`src/rtl/prog_timer_pkg.sv`:
```
package prog_timer_pkg;

    localparam int unsigned STAGE_COUNT  = 24;
    localparam int unsigned SECTION_LEN  = 8;
    localparam int unsigned SEL_BITS     = 4;
    localparam int unsigned WIDTH_BITS   = 8;
    localparam int unsigned SYNC_DEPTH   = 2;

    typedef enum logic [2:0] {
        MODE_RUN,
        MODE_HOLD,
        MODE_CLEAR_LO,
        MODE_CLEAR_HI,
        MODE_SPLIT
    } core_mode_e;

endpackage

```
`src/rtl/tmr_edge_sync.sv`:
```
module tmr_edge_sync #(
    parameter int unsigned SYNC = 2
) (
    input  logic clk,
    input  logic rst_n,
    input  logic async_i,
    output logic fall_o
);
    typedef struct packed {
        logic [SYNC-1:0] sh;
        logic            last;
    } sync_t;

    sync_t s_d, s_q;

    always_comb begin
        s_d      = s_q;
        s_d.sh   = {s_q.sh[SYNC-2:0], async_i};
        s_d.last = s_q.sh[SYNC-1];
    end

    always_ff @(posedge clk or negedge rst_n) begin
        if (!rst_n) s_q <= '0;
        else        s_q <= s_d;
    end

    assign fall_o = s_q.last & ~s_q.sh[SYNC-1];

endmodule

```
`src/rtl/tmr_stage_core.sv`:
```
module tmr_stage_core
    import prog_timer_pkg::*;
#(
    parameter int unsigned STAGES  = 24,
    parameter int unsigned SECTION = 8
) (
    input  logic              clk,
    input  logic              rst_n,
    input  logic              adv_i,
    input  core_mode_e        mode_i,
    output logic [STAGES-1:0] cnt_o,
    output logic              latch_o
);
    localparam int unsigned NSEC = STAGES / SECTION;
    localparam logic [SECTION-1:0] SEC_ONE = {{(SECTION-1){1'b0}}, 1'b1};
    localparam logic [STAGES-1:0]  CNT_ONE = {{(STAGES-1){1'b0}}, 1'b1};

    typedef struct packed {
        logic [STAGES-1:0] cnt;
        logic              latch;
        logic              armed;
    } core_t;

    core_t c_d, c_q;

    always_comb begin
        c_d = c_q;
        unique case (mode_i)
            MODE_SPLIT: begin
                c_d.latch = 1'b0;
                c_d.armed = 1'b0;
                if (adv_i) begin
                    for (int s = 0; s < NSEC; s++) begin
                        c_d.cnt[s*SECTION +: SECTION] = c_q.cnt[s*SECTION +: SECTION] + SEC_ONE;
                    end
                end
            end
            MODE_CLEAR_LO: begin
                c_d.cnt   = '0;
                c_d.latch = 1'b0;
                c_d.armed = 1'b0;
            end
            MODE_CLEAR_HI: begin
                c_d.cnt   = '0;
                c_d.latch = 1'b1;
                c_d.armed = 1'b1;
            end
            MODE_HOLD: begin
                c_d = c_q;
            end
            default: begin
                if (adv_i) begin
                    if (c_q.armed) begin
                        c_d.armed = 1'b0;
                        c_d.latch = 1'b0;
                    end else begin
                        c_d.cnt = c_q.cnt + CNT_ONE;
                    end
                end
            end
        endcase
    end

    always_ff @(posedge clk or negedge rst_n) begin
        if (!rst_n) c_q <= '0;
        else        c_q <= c_d;
    end

    assign cnt_o   = c_q.cnt;
    assign latch_o = c_q.latch;

endmodule

```
`src/rtl/tmr_stage_mux.sv`:
```
module tmr_stage_mux #(
    parameter int unsigned STAGES  = 24,
    parameter int unsigned SECTION = 8,
    parameter int unsigned SEL_W   = 4
) (
    input  logic [STAGES-1:0] cnt_i,
    input  logic [SEL_W-1:0]  sel_i,
    input  logic              skip_i,
    output logic              stage_o
);
    localparam int unsigned IDX_W = $clog2(STAGES);

    logic [IDX_W-1:0] idx;

    always_comb begin
        idx     = skip_i ? IDX_W'(sel_i) : IDX_W'(sel_i) + IDX_W'(SECTION);
        stage_o = cnt_i[idx];
    end

endmodule

```
`src/rtl/tmr_one_shot.sv`:
```
module tmr_one_shot #(
    parameter int unsigned PW_W = 8
) (
    input  logic            clk,
    input  logic            rst_n,
    input  logic            clr_i,
    input  logic            en_i,
    input  logic            stage_i,
    input  logic [PW_W-1:0] width_i,
    output logic            active_o
);
    localparam logic [PW_W-1:0] PW_ONE = {{(PW_W-1){1'b0}}, 1'b1};

    typedef struct packed {
        logic            prev;
        logic [PW_W-1:0] left;
    } shot_t;

    shot_t p_d, p_q;

    always_comb begin
        p_d      = p_q;
        p_d.prev = stage_i;
        if (clr_i) begin
            p_d.left = '0;
        end else if (en_i && stage_i && !p_q.prev) begin
            p_d.left = width_i;
        end else if (p_q.left != '0) begin
            p_d.left = p_q.left - PW_ONE;
        end
    end

    always_ff @(posedge clk or negedge rst_n) begin
        if (!rst_n) p_q <= '0;
        else        p_q <= p_d;
    end

    assign active_o = (p_q.left != '0);

endmodule

```
`src/rtl/prog_stage_timer.sv`:
```
module prog_stage_timer
    import prog_timer_pkg::*;
#(
    parameter int unsigned STAGES  = STAGE_COUNT,
    parameter int unsigned SECTION = SECTION_LEN,
    parameter int unsigned SEL_W   = SEL_BITS,
    parameter int unsigned PW_W    = WIDTH_BITS,
    parameter int unsigned SYNC    = SYNC_DEPTH
) (
    input  logic             clk,
    input  logic             rst_n,
    input  logic             tclk_i,
    input  logic             clear_i,
    input  logic             preset_i,
    input  logic             skip8_i,
    input  logic [SEL_W-1:0] sel_i,
    input  logic             cnt_hold_i,
    input  logic             src_hold_i,
    input  logic             oneshot_en_i,
    input  logic [PW_W-1:0]  width_i,
    output logic             decode_o
);
    logic              adv;
    core_mode_e        mode;
    logic [STAGES-1:0] cnt_w;
    logic              latch_w;
    logic              stage_w;
    logic              shot_w;
    logic              shot_clr;

    tmr_edge_sync #(.SYNC(SYNC)) u_sync (
        .clk     (clk),
        .rst_n   (rst_n),
        .async_i (tclk_i),
        .fall_o  (adv)
    );

    always_comb begin
        if (skip8_i && preset_i && clear_i) mode = MODE_SPLIT;
        else if (clear_i)                   mode = MODE_CLEAR_LO;
        else if (preset_i)                  mode = MODE_CLEAR_HI;
        else if (cnt_hold_i || src_hold_i)  mode = MODE_HOLD;
        else                                mode = MODE_RUN;
        shot_clr = (mode == MODE_CLEAR_LO) || (mode == MODE_CLEAR_HI);
    end

    tmr_stage_core #(.STAGES(STAGES), .SECTION(SECTION)) u_core (
        .clk     (clk),
        .rst_n   (rst_n),
        .adv_i   (adv),
        .mode_i  (mode),
        .cnt_o   (cnt_w),
        .latch_o (latch_w)
    );

    tmr_stage_mux #(.STAGES(STAGES), .SECTION(SECTION), .SEL_W(SEL_W)) u_mux (
        .cnt_i   (cnt_w),
        .sel_i   (sel_i),
        .skip_i  (skip8_i),
        .stage_o (stage_w)
    );

    tmr_one_shot #(.PW_W(PW_W)) u_shot (
        .clk      (clk),
        .rst_n    (rst_n),
        .clr_i    (shot_clr),
        .en_i     (oneshot_en_i),
        .stage_i  (stage_w),
        .width_i  (width_i),
        .active_o (shot_w)
    );

    assign decode_o = latch_w | (oneshot_en_i ? shot_w : stage_w);

endmodule

```
`config.mk`:
```
export PLATFORM = sky130hd
export DESIGN_NAME = prog_stage_timer
export DESIGN_NICKNAME = d
export VERILOG_FILES = /design/src/rtl/prog_timer_pkg.sv /design/src/rtl/tmr_edge_sync.sv /design/src/rtl/tmr_stage_core.sv /design/src/rtl/tmr_stage_mux.sv /design/src/rtl/tmr_one_shot.sv /design/src/rtl/prog_stage_timer.sv
export SDC_FILE = /design/constraint.sdc
export NUM_CORES = 1
export LEC_CHECK = 0
export ABC_AREA = 1
export BUFFER_PORTS_ARGS = -buffer_cell sky130_fd_sc_hd__buf_2
export CAP_MARGIN = 20
export CORE_AREA = 5 5 109 111
export CTS_BUF_LIST = sky130_fd_sc_hd__clkbuf_16
export CTS_CLUSTER_DIAMETER = 120
export CTS_CLUSTER_SIZE = 24
export DETAILED_ROUTE_END_ITERATION = 7
export DIE_AREA = 0 0 114 116
export GPL_ROUTABILITY_DRIVEN = 0
export GPL_TIMING_DRIVEN = 0
export HOLD_SLACK_MARGIN = 0.05
export PLACE_DENSITY = 0.54
export SLEW_MARGIN = 20
export SYNTH_ARGS = -nofsm -noshare
export SYNTH_HDL_FRONTEND = slang
export SYNTH_HIERARCHICAL = 1
export SYNTH_SLANG_ARGS = --single-unit
```
`constraint.sdc`:
```
create_clock -name clk -period 2.3 [get_ports clk]
set_input_delay 0.115 -clock clk [delete_from_list [all_inputs] [get_ports clk]]
set_output_delay 0.115 -clock clk [all_outputs]
set_load 0.02 [all_outputs]
```
# ---- After elaboration in Yosys (flattened, before gate mapping)
# Cells that the tools add are included.
dict set report word_totals {
  ff_bits 38
  in_bits 21
  out_inout_bits 1
  word_cells 55
}
dict set report op_classes {
  n_addsub 6
  n_lt_le_gt_ge 1
  eq_ne 6
  n_mux 16
  bitwise_logic 4
  n_reduce_logical 15
}
# op count
set ops {}
lappend ops {{26-bit one-hot mux with 4 select lines} 1}
lappend ops {{24-bit 2-to-1 mux} 2}
lappend ops {{26-bit 2-to-1 mux} 1}
lappend ops {{24-bit by 1-bit adder with 24-bit output (second input constant)} 1}
lappend ops {{8-bit by 1-bit adder with 8-bit output (second input constant)} 3}
lappend ops {{8-bit 2-to-1 mux} 3}
lappend ops {{4-bit nonzero test} 2}
lappend ops {{8-bit nonzero test} 1}
lappend ops {{8-bit by 1-bit subtractor with 8-bit output (second input constant)} 1}
lappend ops {{3-bit by 2-bit == test with 1-bit output (second input constant)} 2}
lappend ops {{5-bit by 6-bit < comparator with 1-bit output (second input constant)} 1}
lappend ops {{2-bit 2-to-1 mux} 3}
lappend ops {{3-bit nonzero test} 2}
lappend ops {{4-bit by 4-bit adder with 5-bit output (second input constant)} 1}
lappend ops {{1-bit binary-select mux with 5-bit select} 1}
lappend ops {{5-bit 2-to-1 mux} 1}
lappend ops {{1-bit logical AND} 4}
lappend ops {{4-bit != test (second input constant)} 1}
lappend ops {{4-bit AND reduction} 1}
lappend ops {{3-bit by 1-bit == test with 1-bit output (second input constant)} 1}
lappend ops {{3-bit == test (second input constant)} 1}
lappend ops {{1-bit 2-to-1 mux} 3}
lappend ops {{3-bit 2-to-1 mux} 1}
lappend ops {{3-bit AND reduction} 1}
lappend ops {{other kinds (7)} 9}

# ---- Logic depth before layout (Yosys ltp)
# Gate-level depths: netlist of the first run.
dict set report depth {
  word_depth 8
  depth_mapped 18
  ltp_nobuf 16
}

# ---- Cells and area by module
# The synthesis of the first run kept the hierarchy.
# mod n_inst cells_each area_per_inst_um2 seq_area_each_um2
set modules_own_cells {}
lappend modules_own_cells {tmr_stage_core 1 319 2084.5 650.6}
lappend modules_own_cells {tmr_one_shot 1 88 605.6 225.2}
lappend modules_own_cells {tmr_stage_mux 1 75 324.1 0.0}
lappend modules_own_cells {tmr_edge_sync 1 5 85.1 75.1}
lappend modules_own_cells {prog_stage_timer 1 11 46.3 0.0}

# ---- Worst setup path before layout of the first run
# Ideal clock, no wire load.
dict set report synth_path {
  path_type {reg2reg}
  from {reg u_core.c_q, in the netlist u_core/cnt_o[18]}
  to {reg u_shot/p_q[3] (netlist name)}
  setup_ps 119
  arrival_time_ps 1778
  t_required_ps 2181
  path_slack_ps 403
  path_stages_with_launch 17
  path_buffers 2
  period_less_slack_ps 1897
  path_cell_list {dfrtp_1 buf_4 inv_1 o21ai_0 nand2_1 nand2_1 nand2_1 nand3_1 nand2_1 nor2_1 nand2_2 nor2_4 inv_2 buf_6 or2_0 nand3_1 nor2_1}
}
dict set report synth_between {
  elab_chain_cells 6
  word_cells_on_any_way 7
  cone_classes {mux (4); reduce/logical (3)}
}
# item line_no
set synth_lines {}
lappend synth_lines {{from (decl)} tmr_stage_core.sv:24} ;# core_t c_d, c_q;
lappend synth_lines {{from (signal assigned)} tmr_stage_core.sv:65} ;# if (!rst_n) c_q <= '0;
lappend synth_lines {{from (signal assigned)} tmr_stage_core.sv:66} ;# else c_q <= c_d;
lappend synth_lines {{1-bit binary-select mux with 5-bit select *} tmr_stage_mux.sv:17} ;# stage_o = cnt_i[idx];
lappend synth_lines {{1-bit 2-to-1 mux (not written as such) *} tmr_stage_mux.sv:17}
lappend synth_lines {{via stage_w} prog_stage_timer.sv:27} ;# logic stage_w;
lappend synth_lines {{1-bit logical AND * (2 in a row)} tmr_one_shot.sv:26} ;# end else if (en_i && stage_i && !p_q.prev) begin
lappend synth_lines {{8-bit 2-to-1 mux} tmr_one_shot.sv:26}
lappend synth_lines {{8-bit 2-to-1 mux} tmr_one_shot.sv:24} ;# if (clr_i) begin
lappend synth_lines {{to (signal assigned)} tmr_one_shot.sv:35} ;# else p_q <= p_d;
lappend synth_lines {{to (decl)} tmr_one_shot.sv:19} ;# shot_t p_d, p_q;
# Mark *: on every way through the listed nets, which the timed path passes. The rest lies on a longest branch. The select of a mux whose other input is x is not followed.
# A chain may end at the register's enable or synchronous reset.

# ---- Worst setup path after layout of the first run
dict set report layout_path {
  from {reg u_core.c_q, in the netlist u_core/cnt_o[14]}
  to {reg u_shot/p_q[3] (netlist name)}
}
# The elaborated chain is that of the path after synthesis.

==> results.yml, run 1 <==
status:
  status: "complete, no violations"
timing:
  period_minus_slack_ns: 2.03
  period_share: 0.885
  rsz0062_at_grt: "no"
  slew_headroom: 0.384
  fin_tns_setup_ns: 0
  finalHoldViolCount: 0
  worst_slack_ns: 0.265
  max_freq_ghz: 0.491
  tightest_slew_ns: 0.924
  fin_worst_skew_ns: 0.00632
  setup_viol: 0
  slew_violations: 0
cells_and_area:
  fillers: 1172
  nNetsFinal: 557
  drive_gt1_frac: 0.175
  final_area_mm2: 0.00360
  final_util: 0.337
  diodes: 0
  regArea_um2: 955
  area_growth_pct: 14.6
  multi_input_comb_area_mm2: 0.00168
floorplan:
  coreArea_mm2: 0.0107
  die_x_um: 114
  ios: 22
  chipHeight_um: 116
  dieArea_mm2: 0.0132
  row_count: 38
  start_util: 0.294
clock_network:
  clk_latency_ns: 0.28
  ctsHtreeMaxLevel: 2
  cts_tree: "built"
  cts_sinks: 38
  cts_root_buffer: "clkbuf_16"
  cts_buffers: 5
  cts_buffer_depth: 2
  clk_pin_slew_ns: 0.06
pwr:
  power.leakage_uw: 0.00178
  power_density_mw_per_mm2: 655
  ir_worst_vdd_v: 0.000331
logic_synthesis:
  ys_top_cells_by_count: "nand2_1 (149), nor2_1 (66), inv_1 (63)"
  syn-cell-area_mm2: 0.00315
  syn_inst: 498
  synth_cell_types: 32
  synth_top_area_frac: 0.302
  ys.flop_type: "dfrtp_1"
  synth_most_common_cell: "nand2_1"
  synth-seq-area-share: 0.302
  synth-seq-cells: 38
  yosysWarnings: 6
  avgSynthCellArea_um2: 6.32
  postSynth.asyncResetShare: 1.00
  synth_edf_count: 0
  synth_area_leader_cell: "dfrtp_1"
  yosys-top-cells-area: "dfrtp_1 (30%), nand2_1 (18%), nand3_1 (8.4%)"
  syn_nets: 525
job:
  cap_violations: 0
global_routing:
  grt_pass1_wl_um: 14200
  antenna_found_initial: 0
  grt_overflow: 0
  grt_pass1_vias: 2992
  grt_max_degree: 39
  grt_util_all_layers: 0.134
worst_hold_path:
  min_from: "width_i[2]"
  hold_class: "input port to flip-flop"
  hold_path_depth: 3
  hold_path_end: "u_shot/p_q[2]"
placed_design:
  pre_cts_slack_ns: 0.0438
  placed_cell_area_mm2: 0.00343
  hpwl_um: 6270
  portBuffers: 21
routing:
  drt_pass1_iterations: 5
  drcViolationCount: 0
  via_per_inst: 4.61
  drt_iter0_drc: 299
  vias: 3091
  wl_per_cell_um: 12.2
  drtAntennaViolNets: 0
  wl_um: 8210
worst_setup_path:
  slowest_stage: "dfrtp_1"
  cp_max_fo: 10
  crit_top_cell: "nand3_1"
  worstPathArrival_ns: 2.21
  setup.worst_path.start: "u_core/cnt_o[14]"
  worst_path_largest_cell_delay_ns: 0.46
  worstReg2RegStart: "u_core/cnt_o[14]"
  worstRegToRegCells: 16
  r2r_end: "u_shot/p_q[3]"
  crit_path_start_kind: "flip-flop"
  crit_buf_inv: 5
  crit_chain: "buf_4, inv_1, nand2_1, nand3_1, nand3_1, nand3_1, nand2_1, inv_1, nor2_2, nand2_2, nor2_4, inv_2, buf_6, or2_0, nand3_1, nor2_1"
  cp.required_ns: 2.47
  end_kind: "flip-flop"
  cp_top_family: "simple AND/OR/NAND/NOR gates"
  rrSetupSlack_ns: 0.27
  crit_type: "flip-flop to flip-flop"
cells by family after synthesis:
family,Yosys count,synth area share
AOI/OAI and AO/OA,52,0.0939
xor gates and xnor gates,1,0.00278
adders and majority gates,6,0.0239
buffers and inverters,101,0.165
DFF,38,0.302
and+or+nand+nor,300,0.412
worst min-delay path: cells and delay by family:
family                 cells  cell delay, ns
buffers and inverters      1            0.10
AO/OA/AOI/OAI              1            0.05
AND/OR/NAND/NOR            1            0.05
worst max-delay path by stage:
stage,end,cells after the start
floorplan,u_shot/p_q[3],16
global placement,u_shot/p_q[3],16
detailed placement,u_shot/p_q[3],16
CTS,u_shot/p_q[3],16
global route,u_shot/p_q[3],16
finish,u_shot/p_q[3],16
cells in the final DEF (no fill, tap or decap), drive strengths merged, types with 2 or more instances in the layout:
| cell | instances |
|---|---|
| a21oi | 25 |
| nor2 | 77 |
| nand2 | 154 |
| nand3 | 53 |
| clkbuf | 5 |
| nand4 | 2 |
| nor3 | 5 |
| or2 | 5 |
| clkinv | 2 |
| o21a | 2 |
| inv | 70 |
| o21ai | 19 |
| buf | 55 |
| ha | 6 |
| dfrtp | 38 |
| nand3b | 3 |
| dlygate4sd3 | 2 |
| o21bai | 2 |
layout make-up:
class	instances	area share
plain buffers	32	0.0722
clock buffers	5	0.0347
repair buffers	25	0.0389
clock inverters	3	0.00347
multi-input cells	359	0.465
flip-flops and latches	38	0.265
inverters	69	0.0718
well taps	140	0.0486
layer usage:
metal  vias up  track usage  wire [µm]
met5         -            0          0
met4         0       0.0625        183
met3        14       0.0251        545
met2        85        0.213       3560
met1      1390        0.177       3930
li1       1602            -          -
power by group:
part / switching (µW) / total, µW / internal, µW / leakage, µW
combinational: 502 / 837 / 335 / 0.00121
sequential: 103 / 863 / 760 / 0.000500
clock: 270 / 662 / 392 / 0.0000724
registers in the layout, summed over array words and instances, names as in the netlist:
name and flops:
u_core/c_q 1, u_sync/s_d 2, u_core/cnt_o 24, u_sync/s_q 1, u_shot/p_q 9, u_core/latch_o 1
through the flow:
stage | total power, µW | instances | hold WS (ns)
final | 2360 | 671 | 0.0783
after global routing | 2570 | 671 | 0.0924
after CTS | 2390 | 669 | 0.0724
after detailed placement | 1700 | 659 | 0.227
after global placement | 1690 | 659 | 0.226
after floorplan | 1500 | 498 | -0.181
timing repair:
action,4_1_cts,5_1_grt
setup buffers,0,2
setup endpoints to repair,0,8
resized for setup,0,4
hold endpoints to repair,39,0
hold buffers,2,0
Power figures use the tool's default switching activity.
==> run 2: changes to the inputs <==
--- a/config.mk
+++ b/config.mk
@@ -8,12 +8,12 @@
 export ABC_AREA = 1
 export BUFFER_PORTS_ARGS = -buffer_cell sky130_fd_sc_hd__buf_2
 export CAP_MARGIN = 20
-export CORE_AREA = 5 5 109 111
+export CORE_AREA = 5 5 98 123
 export CTS_BUF_LIST = sky130_fd_sc_hd__clkbuf_16
 export CTS_CLUSTER_DIAMETER = 120
 export CTS_CLUSTER_SIZE = 24
 export DETAILED_ROUTE_END_ITERATION = 7
-export DIE_AREA = 0 0 114 116
+export DIE_AREA = 0 0 103 128
 export GPL_ROUTABILITY_DRIVEN = 0
 export GPL_TIMING_DRIVEN = 0
 export HOLD_SLACK_MARGIN = 0.05
==> run 2 against run 1 <==
  * Worst setup slack improved by 0.025 ns
  * Sequential power about the same
  * Die area decreased by 0.30%
==> results.yml, run 2 (synthesis gave the netlist of run 1 again) <==
status:
  status: "complete, no violations"
placed_design:
  placed_cell_area_mm2: 0.00342
  portBuffers: 21
  hpwl_um: 6470
  pre_cts_slack_ns: 0.0415
clock_network:
  clk_pin_slew_ns: 0.06
  clk_latency_ns: 0.29
  cts_tree: "built"
  cts_buffer_depth: 2
  cts_buffers: 5
  cts_sinks: 38
  ctsHtreeMaxLevel: 2
  cts_root_buffer: "clkbuf_16"
floorplan:
  die_x_um: 103
  dieArea_mm2: 0.0132
  coreArea_mm2: 0.0109
  row_count: 43
  chipHeight_um: 128
  start_util: 0.289
  ios: 22
timing:
  period_share: 0.874
  fin_worst_skew_ns: 0.00562
  rsz0062_at_grt: "no"
  hold-worst-slack_ns: 0.0988
  slew_violations: 0
  worst_slack_ns: 0.290
  tightest_slew_ns: 0.928
  max_freq_ghz: 0.498
  period_minus_slack_ns: 2.01
  finalHoldViolCount: 0
  slew_headroom: 0.381
  fin_tns_setup_ns: 0
  setup_viol: 0
pwr:
  ir_worst_vdd_v: 0.000367
  power.leakage_uw: 0.00181
  power_density_mw_per_mm2: 714
  total_power_uw: 2610
worst_hold_path:
  min_from: "width_i[2]"
  hold_class: "input port to flip-flop"
routing:
  vias: 3085
  drtAntennaViolNets: 0
  drcViolationCount: 0
  wl_per_cell_um: 12.7
  wl_um: 8490
  via_per_inst: 4.63
  drt_iter0_drc: 152
  drt_pass1_iterations: 4
global_routing:
  antenna_found_initial: 0
  grt_max_degree: 39
  grt_pass1_wl_um: 14500
  grt_overflow: 0
  grt_util_all_layers: 0.139
  grt_pass1_vias: 3121
worst_setup_path:
  setup.worst_path.start: "u_core/cnt_o[19]"
  cp.required_ns: 2.48
  worstReg2RegStart: "u_core/cnt_o[19]"
  crit_path_start_kind: "flip-flop"
  cp_max_fo: 10
  end_kind: "flip-flop"
  crit_type: "flip-flop to flip-flop"
  worstPathArrival_ns: 2.19
cells_and_area:
  final_cell_mix: "nand2_1 (149), nor2_1 (65), inv_1 (63)"
  nNetsFinal: 558
  drive_gt1_frac: 0.175
  multi_input_comb_area_mm2: 0.00168
  final_area_mm2: 0.00366
  diodes: 0
  fillers: 1174
  regArea_um2: 952
  final_common_cell: "nand2_1"
  area_growth_pct: 16.3
  largest_reg_flops: 24
job:
  cap_violations: 0
## run 2: cell types whose count changed in the layout (fill, tap and decap cells not counted), sizes merged
cell / previous run / this run
buf: 55 / 56
bufinv: 0 / 2
clkinv: 2 / 1
inv: 70 / 69
## run 2: per-stage QoR
step / instances / util
floorplan: 498 / -
global placement: 654 / 0.315
detailed placement: 654 / 0.315
CTS: 664 / 0.334
global route: 667 / 0.337
finish: 667 / 0.337
## run 2: report_power, final
part | total [µW] | internal (µW) | switching, µW | leakage [µW]
Combinational | 850 | 342 | 509 | 0.00121
Clock | 903 | 618 | 285 | 0.0000915
Sequential | 860 | 759 | 100 | 0.000504
Total | 2610 | 1720 | 894 | 0.00181
## run 2: timing repair
action                                 4_1_cts  5_1_grt
hold buffers                                 2        0
setup endpoints to repair                    0        9
endpoints found under the hold margin       39        0
setup buffers                                0        3
resized for setup                            0        3
## run 2: worst paths after layout
check	endpoint	slack, ns	cells after the start
setup reg to reg	u_shot/p_q[6]	0.29	16
max in group asynchronous	u_core/cnt_o[18]	1.15	2
min in group asynchronous	u_core/cnt_o[12]	0.51	2
hold reg to reg	u_sync/s_d[0]	0.35	0
hold / removal	u_shot/p_q[2]	0.1	3
setup / recovery	u_shot/p_q[6]	0.29	16
## run 2: cell type report
class	instances	area share
plain buffers	32	0.0711
inverters	69	0.0708
multi-input cells	359	0.460
repair buffers	26	0.0403
clock inverters	3	0.0174
well taps	135	0.0462
flip-flops and latches	38	0.260
clock buffers	5	0.0342
## run 2: critical path, cell delays in order, from the launching register on
cell	delay, ns
dfrtp_1	0.43
buf_4	0.14
nand2_1	0.04
o21ai_0	0.08
nand2_1	0.07
nand2_1	0.06
nand2_1	0.04
nand3_1	0.07
nand2_1	0.09
nor2_4	0.14
nand2_2	0.07
nor2_4	0.12
inv_2	0.06
buf_6	0.13
or2_0	0.20
nand3_1	0.10
nor2_1	0.05
## run 2: layer usage
metal / global-route usage / up-vias / wire length (µm)
li1: - / 1595 / -
met1: 0.170 / 1395 / 3670
met2: 0.233 / 75 / 4080
met3: 0.0207 / 20 / 429
met4: 0.0724 / 0 / 307
met5: 0 / - / 0
==> run 3: changes to the inputs <==
--- a/config.mk
+++ b/config.mk
@@ -6,7 +6,6 @@
 export NUM_CORES = 1
 export LEC_CHECK = 0
 export ABC_AREA = 1
-export BUFFER_PORTS_ARGS = -buffer_cell sky130_fd_sc_hd__buf_2
 export CAP_MARGIN = 20
 export CORE_AREA = 5 5 98 123
 export CTS_BUF_LIST = sky130_fd_sc_hd__clkbuf_16
@@ -14,10 +13,11 @@
 export CTS_CLUSTER_SIZE = 24
 export DETAILED_ROUTE_END_ITERATION = 7
 export DIE_AREA = 0 0 103 128
+export DONT_BUFFER_PORTS = 1
 export GPL_ROUTABILITY_DRIVEN = 0
 export GPL_TIMING_DRIVEN = 0
 export HOLD_SLACK_MARGIN = 0.05
-export PLACE_DENSITY = 0.54
+export PLACE_DENSITY = 0.42
 export SLEW_MARGIN = 20
 export SYNTH_ARGS = -nofsm -noshare
 export SYNTH_HDL_FRONTEND = slang
==> run 3 against run 2 <==
  * Sequential share of layout area grew 1.1 points
  * Critical path depth unchanged
  * Clock power is 27% lower
  * First-iteration DRC count grew 9.9%
  * Die area unchanged
  * Clock skew is essentially flat
  * Critical path type unchanged
  * Highest routed layer unchanged
==> results.yml, run 3 (synthesis gave the netlist of run 1 again) <==
floorplan:
  coreArea_mm2: 0.0109
  row_count: 43
  chipHeight_um: 128
  die_x_um: 103
  start_util: 0.289
  ios: 22
  dieArea_mm2: 0.0132
timing:
  hold-worst-slack_ns: 0.0739
  slew_violations: 0
  fin_tns_setup_ns: 0
  period_minus_slack_ns: 2.11
  fin_worst_skew_ns: 0.00576
  period_share: 0.919
  tightest_slew_ns: 0.321
  slew_headroom: 0.786
  rsz0062_at_grt: "no"
  finalHoldViolCount: 0
  setup_viol: 0
  max_freq_ghz: 0.473
worst_setup_path:
  rrSetupSlack_ns: 0.19
  setup.worst_path.start: "u_core/cnt_o[18]"
  crit_path_start_kind: "flip-flop"
  crit_top_cell: "nand2_1"
  worstPathArrival_ns: 2.29
  end_kind: "flip-flop"
  r2r_end: "u_shot/p_q[3]"
  crit_type: "flip-flop to flip-flop"
  crit_path_end: "u_shot/p_q[3]"
  crit_chain: "buf_4, inv_1, o21ai_0, nand2_1, nand2_1, nand2_1, nand3_1, nand2_1, nor2_2, nand2_2, nor2_4, inv_2, buf_6, or2_0, nand3_1, nor2_1"
  worst_path_largest_cell_delay_ns: 0.43
  cp.required_ns: 2.47
  slowest_stage: "dfrtp_2"
  worstReg2RegStart: "u_core/cnt_o[18]"
  worstRegToRegCells: 16
  cp_max_fo: 10
global_routing:
  grt_pass1_wl_um: 14200
  grt_max_degree: 39
  grt_pass1_vias: 2848
  grt_util_all_layers: 0.140
  antenna_found_initial: 0
  grt_overflow: 0
status:
  status: "complete, no violations"
cells_and_area:
  multi_input_comb_area_mm2: 0.00168
  drive_gt1_frac: 0.136
  regArea_um2: 953
  largest_reg_flops: 24
  fillers: 1226
  area_growth_pct: 11.6
  nNetsFinal: 536
  final_cell_mix: "nand2_1 (149), inv_1 (65), nor2_1 (65)"
  diodes: 0
  final_common_cell: "nand2_1"
routing:
  drcViolationCount: 0
  drtAntennaViolNets: 0
  drt_iter0_drc: 167
  wl_per_cell_um: 13.5
  vias: 2904
  wl_um: 8680
  drt_pass1_iterations: 4
  via_per_inst: 4.51
placed_design:
  portBuffers: 0
  hpwl_um: 6720
clock_network:
  cts_root_buffer: "clkbuf_16"
  clk_pin_slew_ns: 0.06
  post_cts_buffers: 0
  cts_buffer_depth: 2
  cts_tree: "built"
  ctsHtreeMaxLevel: 2
  cts_sinks: 38
  cts_buffers: 5
  clk_latency_ns: 0.29
pwr:
  ir_worst_vdd_v: 0.000253
  power.leakage_uw: 0.00171
  power_density_mw_per_mm2: 672
worst_hold_path:
  hold_class: "input port to flip-flop"
job:
  cap_violations: 0
==> run 3: cell types whose count changed in the layout (fill, tap and decap cells not counted) <==
cell	before	now
nor2_2	7	8
dlygate4sd3_1	2	3
buf_2	22	1
dfrtp_2	1	2
nor2_4	5	4
clkinv_1	1	0
dfrtp_1	37	36
inv_1	63	65
buf_16	0	1
buf_4	28	25
bufinv_16	2	0
==> run 3: how the worst min path moves through the flow <==
stage / depth (start not counted) / endpoint / slack [ns] / from
2_1_floorplan: 0 / u_core/c_q[0] / -0.18 / rst_n
3_3_place_gp: 0 / u_sync/s_q[0] / -0.18 / rst_n
3_5_place_dp: 0 / u_sync/s_q[0] / -0.18 / rst_n
4_1_cts: 2 / u_shot/p_q[0] / 0.06 / width_i[0]
5_1_grt: 2 / u_shot/p_q[0] / 0.09 / width_i[0]
6_report: 2 / u_shot/p_q[0] / 0.07 / width_i[0]
==> run 3: critical path, delay by kind of cell (launching register included) <==
family	cells	cell delay, ns
AND/OR/NAND/NOR	11	1.00
AO/OA/AOI/OAI	1	0.17
buffers and inverters	4	0.39
flip-flops	1	0.43
==> run 3: where the power goes <==
part	leakage [µW]	total, µW	internal (µW)	switching, µW
Clock	0.0000723	662	388	274
Sequential	0.000502	862	760	102
Combinational	0.00113	835	323	511
==> run 3: layout make-up <==
cell class | instances | share of cell area
Buffer | 32 | 0.0742
Clock buffer | 5 | 0.0357
Clock inverter | 2 | 0.00214
Inverter | 69 | 0.0738
Multi-Input combinational cell | 359 | 0.478
Sequential cell | 38 | 0.272
Tap cell | 135 | 0.0481
Timing Repair Buffer | 4 | 0.0164
==> run 3: metrics by stage <==
stage	instances	power [µW]	utilization	setup slack, ns	area [µm²]
3_3_place_gp	633	1680	0.305	0.0531	3310
5_1_grt	644	2560	0.323	0.0274	3510
4_1_cts	644	2400	0.322	0.0412	3500
6_report	644	2360	0.323	0.186	3510
3_5_place_dp	633	1680	0.305	0.0661	3310
2_1_floorplan	498	1500	-	0.403	3150
==> run 3: per-layer routing <==
metal,vias to the layer above,track usage,part of all wire
met2,46,0.256,0.52
met3,7,0.0283,0.041
li1,1551,-,-
met4,0,0.0404,0.012
met1,1300,0.160,0.43
met5,-,0,0
==> run 3: timing repair <==
item	CTS	global route
hold endpoints to repair	40	0
hold buffers	4	0
resized for setup	0	3
endpoints found under the setup margin	0	8
